[src/rtl/sram_seq_pkg.sv]
package sram_seq_pkg;

  typedef enum logic [2:0] {
    ST_IDLE       = 3'd0,
    ST_RD_ACCESS  = 3'd1,
    ST_RD_CAPTURE = 3'd2,
    ST_WR_SETUP   = 3'd3,
    ST_WR_PULSE   = 3'd4,
    ST_WR_RECOVER = 3'd5
  } seq_state_t;

  function automatic int max2(input int a, input int b);
    return (a > b) ? a : b;
  endfunction

endpackage

[src/rtl/sram_phase_timer.sv]
module sram_phase_timer #(
  parameter int CNT_W = 3
) (
  input  logic             clk,
  input  logic             rst_n,
  input  logic             clr,
  input  logic [CNT_W-1:0] limit,
  output logic [CNT_W-1:0] count,
  output logic             done
);

  logic [CNT_W-1:0] count_d;

  always_comb begin
    if (clr) count_d = '0;
    else     count_d = count + CNT_W'(1);
  end

  always_ff @(posedge clk or negedge rst_n) begin
    if (!rst_n) count <= '0;
    else        count <= count_d;
  end

  assign done = (count == (limit - CNT_W'(1)));

endmodule

[src/rtl/sram_seq_fsm.sv]
module sram_seq_fsm
  import sram_seq_pkg::*;
(
  input  logic       clk,
  input  logic       rst_n,
  input  logic       req_go,
  input  logic       req_write,
  input  logic       phase_done,
  output seq_state_t state
);

  seq_state_t state_d;

  always_comb begin
    state_d = state;
    unique case (state)
      ST_IDLE: begin
        if (req_go) state_d = req_write ? ST_WR_SETUP : ST_RD_ACCESS;
      end
      ST_RD_ACCESS:  if (phase_done) state_d = ST_RD_CAPTURE;
      ST_RD_CAPTURE: state_d = ST_IDLE;
      ST_WR_SETUP:   if (phase_done) state_d = ST_WR_PULSE;
      ST_WR_PULSE:   if (phase_done) state_d = ST_WR_RECOVER;
      ST_WR_RECOVER: if (phase_done) state_d = ST_IDLE;
      default:       state_d = ST_IDLE;
    endcase
  end

  always_ff @(posedge clk or negedge rst_n) begin
    if (!rst_n) state <= ST_IDLE;
    else        state <= state_d;
  end

endmodule

[src/rtl/sram_strobe_decode.sv]
module sram_strobe_decode
  import sram_seq_pkg::*;
#(
  parameter int CNT_W       = 3,
  parameter int WR_TURN_CYC = 2
) (
  input  seq_state_t       state,
  input  logic [CNT_W-1:0] count,
  output logic             ce_n,
  output logic             oe_n,
  output logic             we_n,
  output logic             dq_oe,
  output logic             ready,
  output logic             rd_pulse
);

  always_comb begin
    ce_n     = 1'b1;
    oe_n     = 1'b1;
    we_n     = 1'b1;
    dq_oe    = 1'b0;
    ready    = 1'b0;
    rd_pulse = 1'b0;
    unique case (state)
      ST_IDLE:       ready = 1'b1;
      ST_RD_ACCESS: begin
        ce_n = 1'b0;
        oe_n = 1'b0;
      end
      ST_RD_CAPTURE: rd_pulse = 1'b1;
      ST_WR_SETUP:   ce_n = 1'b0;
      ST_WR_PULSE: begin
        ce_n  = 1'b0;
        we_n  = 1'b0;
        dq_oe = (count >= CNT_W'(WR_TURN_CYC));
      end
      ST_WR_RECOVER: dq_oe = 1'b1;
      default:       ready = 1'b0;
    endcase
  end

endmodule

[src/rtl/sram_seq_ctrl.sv]
module sram_seq_ctrl
  import sram_seq_pkg::*;
#(
  parameter int ADDR_W       = 15,
  parameter int DATA_W       = 8,
  parameter int RD_ACC_CYC   = 4,
  parameter int WR_SETUP_CYC = 1,
  parameter int WR_PULSE_CYC = 4,
  parameter int WR_TURN_CYC  = 2,
  parameter int WR_RECOV_CYC = 1
) (
  input  logic              clk,
  input  logic              rst_n,
  input  logic              req_valid,
  input  logic              req_write,
  input  logic [ADDR_W-1:0] req_addr,
  input  logic [DATA_W-1:0] req_wdata,
  output logic              req_ready,
  output logic              rsp_valid,
  output logic [DATA_W-1:0] rsp_rdata,
  output logic [ADDR_W-1:0] mem_addr,
  output logic              mem_ce_n,
  output logic              mem_oe_n,
  output logic              mem_we_n,
  output logic [DATA_W-1:0] mem_dq_out,
  output logic              mem_dq_oe,
  input  logic [DATA_W-1:0] mem_dq_in
);

  localparam int PH_MAX = max2(max2(RD_ACC_CYC, WR_SETUP_CYC),
                               max2(WR_PULSE_CYC, WR_RECOV_CYC));
  localparam int CNT_W  = $clog2(PH_MAX + 1);

  logic              rst_meta, rst_sync_n;
  seq_state_t        state;
  logic [CNT_W-1:0]  count, phase_limit;
  logic              phase_done, timer_clr, accept, capture_en;
  logic [ADDR_W-1:0] addr_q;
  logic [DATA_W-1:0] wdata_q, rdata_q;

  // reset: asserted at once, released after two clock edges
  always_ff @(posedge clk or negedge rst_n) begin
    if (!rst_n) begin
      rst_meta   <= 1'b0;
      rst_sync_n <= 1'b0;
    end else begin
      rst_meta   <= 1'b1;
      rst_sync_n <= rst_meta;
    end
  end

  assign accept     = req_valid && req_ready;
  assign capture_en = (state == ST_RD_ACCESS) && phase_done;
  assign timer_clr  = (state == ST_IDLE) || (state == ST_RD_CAPTURE) || phase_done;

  always_comb begin
    unique case (state)
      ST_RD_ACCESS:  phase_limit = CNT_W'(RD_ACC_CYC);
      ST_WR_SETUP:   phase_limit = CNT_W'(WR_SETUP_CYC);
      ST_WR_PULSE:   phase_limit = CNT_W'(WR_PULSE_CYC);
      ST_WR_RECOVER: phase_limit = CNT_W'(WR_RECOV_CYC);
      default:       phase_limit = CNT_W'(1);
    endcase
  end

  sram_phase_timer #(.CNT_W(CNT_W)) u_timer (
    .clk   (clk),
    .rst_n (rst_sync_n),
    .clr   (timer_clr),
    .limit (phase_limit),
    .count (count),
    .done  (phase_done)
  );

  sram_seq_fsm u_fsm (
    .clk        (clk),
    .rst_n      (rst_sync_n),
    .req_go     (req_valid),
    .req_write  (req_write),
    .phase_done (phase_done),
    .state      (state)
  );

  sram_strobe_decode #(.CNT_W(CNT_W), .WR_TURN_CYC(WR_TURN_CYC)) u_dec (
    .state    (state),
    .count    (count),
    .ce_n     (mem_ce_n),
    .oe_n     (mem_oe_n),
    .we_n     (mem_we_n),
    .dq_oe    (mem_dq_oe),
    .ready    (req_ready),
    .rd_pulse (rsp_valid)
  );

  always_ff @(posedge clk or negedge rst_sync_n) begin
    if (!rst_sync_n) begin
      addr_q  <= '0;
      wdata_q <= '0;
    end else if (accept) begin
      addr_q  <= req_addr;
      wdata_q <= req_wdata;
    end
  end

  always_ff @(posedge clk or negedge rst_sync_n) begin
    if (!rst_sync_n)     rdata_q <= '0;
    else if (capture_en) rdata_q <= mem_dq_in;
  end

  assign mem_addr   = addr_q;
  assign mem_dq_out = wdata_q;
  assign rsp_rdata  = rdata_q;

  initial begin
    if (RD_ACC_CYC < 1 || WR_SETUP_CYC < 1 || WR_RECOV_CYC < 1 ||
        WR_TURN_CYC < 1 || WR_PULSE_CYC <= WR_TURN_CYC)
      $error("sram_seq_ctrl: phase counts out of range");
  end

endmodule

[config.mk]
export PLATFORM = sky130hd
export DESIGN_NAME = sram_seq_ctrl
export DESIGN_NICKNAME = d
export VERILOG_FILES = /design/src/rtl/sram_seq_pkg.sv /design/src/rtl/sram_phase_timer.sv /design/src/rtl/sram_seq_fsm.sv /design/src/rtl/sram_strobe_decode.sv /design/src/rtl/sram_seq_ctrl.sv
export SDC_FILE = /design/constraint.sdc
export NUM_CORES = 1
export LEC_CHECK = 0
export BUFFER_PORTS_ARGS = -buffer_cell sky130_fd_sc_hd__buf_2
export CAP_MARGIN = 20
export CORE_ASPECT_RATIO = 1.25
export CORE_MARGIN = 1.5
export CORE_UTILIZATION = 30
export CTS_BUF_LIST = sky130_fd_sc_hd__clkbuf_4 sky130_fd_sc_hd__clkbuf_8
export DETAILED_ROUTE_END_ITERATION = 16
export HOLD_SLACK_MARGIN = 0.1
export PLACE_DENSITY = 0.64
export SETUP_SLACK_MARGIN = 0.5
export SLEW_MARGIN = 20
export SYNTH_ARGS = -nofsm -noshare
export SYNTH_HDL_FRONTEND = slang
export SYNTH_SLANG_ARGS = --single-unit
[constraint.sdc]
create_clock -name clk -period 1.45 [get_ports clk]
set_input_delay 0.2175 -clock clk [delete_from_list [all_inputs] [get_ports clk]]
set_output_delay 0.2175 -clock clk [all_outputs]
set_load 0.01 [all_outputs]
==> metrics <==
Clock Latency Late Sink 0.28 ns; crit path capture type output pin; Die Ht 89.10 um; Avg Cell Area, Syn 15.34 um^2; Rows 31; first-pass GRT wire length 6341 um; synthesized cell area 1779 um^2; Post-synth ARST share 100.0%; main combinational cell family by area after synthesis multiplexers; number of synthesized flops with an enable pin 0; Critical Path, Cell by Cell buf_6, buf_6, nand2b_4, nor2_2, buf_2; Starting Density between 30% and 40%; Leakage Power 1.472 nW; register area share after synthesis 54.85%; DRC Markers 0; worst setup margin -0.05539 ns; status finished, violations left; drt pass-1 iters 4; area leader, netlist dfrtp_1; Worst Path Class, Setup flop to output pin; vias in the first global route 1394; number of fillers in the final layout 500; synth top area cells dfrtp_1 (55%), mux2_4 (24%), buf_12 (3.4%); Sink Count 39; Final Cycle Share 103.8%; xor/xnor share of the synthesized area 0.4923%; Synthesized Nets roughly 150; f_max between 600 and 700 MHz; share of cells above drive strength 1 76.25%; Max-Cap Viols 0; Adder-Cell Fraction of Synth Area 0.7032%; Yosys cell types 31; nets@finish around 280; H-tree Lvls 2; crit-path max cell delay 0.41 ns; WL/cell roughly 14 um; Iteration-0 DRC Markers 37; I/O Buffers 71; Layout area overhead 64.14%; CP Data Arrival Time 1.29 ns; ant diodes 0; Ys Warns 0; skew final 0.004725 ns; RSZ-0062 raised after global routing true; post-detail-place hpwl 2665 um; CTS Buf Count 5; simple-gate share of the synthesized area about 8%; Worst Hold Launch req_addr[12]; Top-Level Pins 72; Hold Vio Cnt, Final 0; r2r startpoint u_fsm.state[2]; ANT nets after route 0; Max Buffers Root-to-Sink 2; Pins Over Slew Limit 0; most common cell after layout, fill and taps aside buf_2; DRT Wirelength 4251 um; vias post-DR around 1400; failing checks setup timing; CTS tree done; total core area around 5800 um^2; Compound-Gate Fraction of Synth Area 2.954%; Root Buffer clkbuf_8; minimum clock period approximately 1.5 ns; gpl congestion ~0.7; pin count of the biggest net entering global routing 38; worst-path fanout max 4; Synth Flop Type dfrtp_1; post-synth top area share 54.85%; Hold WS 0.1584 ns; # setup viols final 14; vias per cell 4.425; Worst setup SP type flop; pwr dens 2507 nW/um^2; design area 2920 um^2; initial antenna violation count 0; post-synthesis mux area share 27.22%; Synth Instances 116; Peak supply drop 0.001476 V; HP Class input pin to flop; WP data required 1.23 ns; grt ovf 0; die area ~6400 um^2; CP Launch Point u_fsm.state[1]; Top cell by count, worst path buf_6; All-Layer GR Usage 12.96%; CTS clk-pin slew, worst paths 0.08 ns; cell area after placement 2276 um^2; flops & latches, synth 39; commonest cells after routing, fill and taps aside buf_2 (65), dfrtp_1 (37), buf_4 (33), mux2_4 (31), buf_6 (18); CP max stage cell dfrtp_1; die width 71.88 um
[cell type report]
class	instances	area [um^2]	share of cell area, %
multi-input combinational	69	815.8	27.93
clock inverter	3	43.79	1.500
timing repair buffer	124	930.9	31.88
clock buffer	5	68.82	2.356
sequential	39	978.4	33.50
tap	66	82.58	2.828
[stage by stage]
stage               total power, mW  setup TNS [ns]  util [%]  worst slack [ns]  cells
global placement              4.825               0     39.38           0.03683    256
global route                  7.746          -2.684     50.53           -0.1243    306
finish                        7.320         -0.4597     50.53          -0.05539    306
detailed placement            4.884        -0.06351     39.38          -0.02679    256
CTS                           6.893         -0.4150     47.65          -0.05436    291
floorplan                     4.050         -0.7867         -          -0.03934    116
[worst max-delay path: cells and delay by family, from the launching register on]
kind	cells	cell delay [ns]
and+or+nand+nor	2	0.20
buffers and inverters	3	0.39
DFF	1	0.41
[kinds of logic after synthesis]
| logic type | after synthesis |
|---|---|
| and+or+nand+nor | 24 |
| other | 1 |
| muxes | 34 |
| adders and majority gates | 1 |
| AOI/OAI and AO/OA | 8 |
| DFF | 39 |
| buffers and inverters | 8 |
| xor gates and xnor gates | 1 |
[cell usage after synthesis, types with 2 or more instances]
| master | instances |
|---|---|
| dfrtp_1 | 39 |
| mux2_4 | 28 |
| nor2_1 | 5 |
| and2_1 | 3 |
| buf_12 | 3 |
| mux2_2 | 3 |
| mux2i_1 | 3 |
| nand2_1 | 3 |
| nor3_1 | 3 |
| o211ai_1 | 3 |
| a31oi_1 | 2 |
| buf_6 | 2 |
[per-layer routing]
| metal | GRT usage [%] | routed length, um | vias up |
|---|---|---|---|
| met5 | 0 | 0 | - |
| met2 | 23.91 | 2325 | 33 |
| li1 | - | - | 649 |
| met1 | 14.57 | 1740 | 670 |
| met4 | 5.146 | 19 | 0 |
| met3 | 2.706 | 166 | 2 |
[what timing repair did]
action	in CTS	in global routing
buffers inserted	24	15
endpoints found under the hold margin	2	0
endpoints found under the setup margin	74	74
pin swaps	6	10
resized for setup	26	13
hold buffers	1	0
cloned	2	0
[worst paths after layout]
check                              endpoint  slack (ns)  cells past startpoint
max                               mem_dq_oe       -0.06                      5
max reg2reg                     mem_addr[8]       -0.04                      5
min reg2reg                   mem_dq_out[1]        0.30                      1
min                            mem_addr[12]        0.16                      2
max in group asynchronous  u_timer.count[0]        0.79                      1
min in group asynchronous        rst_sync_n        0.24                      2
[registers in the layout (all words and copies together), names as in the netlist]
name and cells:
mem_addr 15, mem_dq_out 8, rsp_rdata 8, u_fsm.state 3, u_timer.count 3, rst_meta 1
rst_sync_n 1
[where the power goes]
part           total [mW]  internal, mW  switching (mW)
sequential           1.92          1.61           0.307
combinational        4.50          2.82            1.68
clock               0.895         0.512           0.383
(Power assumes the default switching activity.)
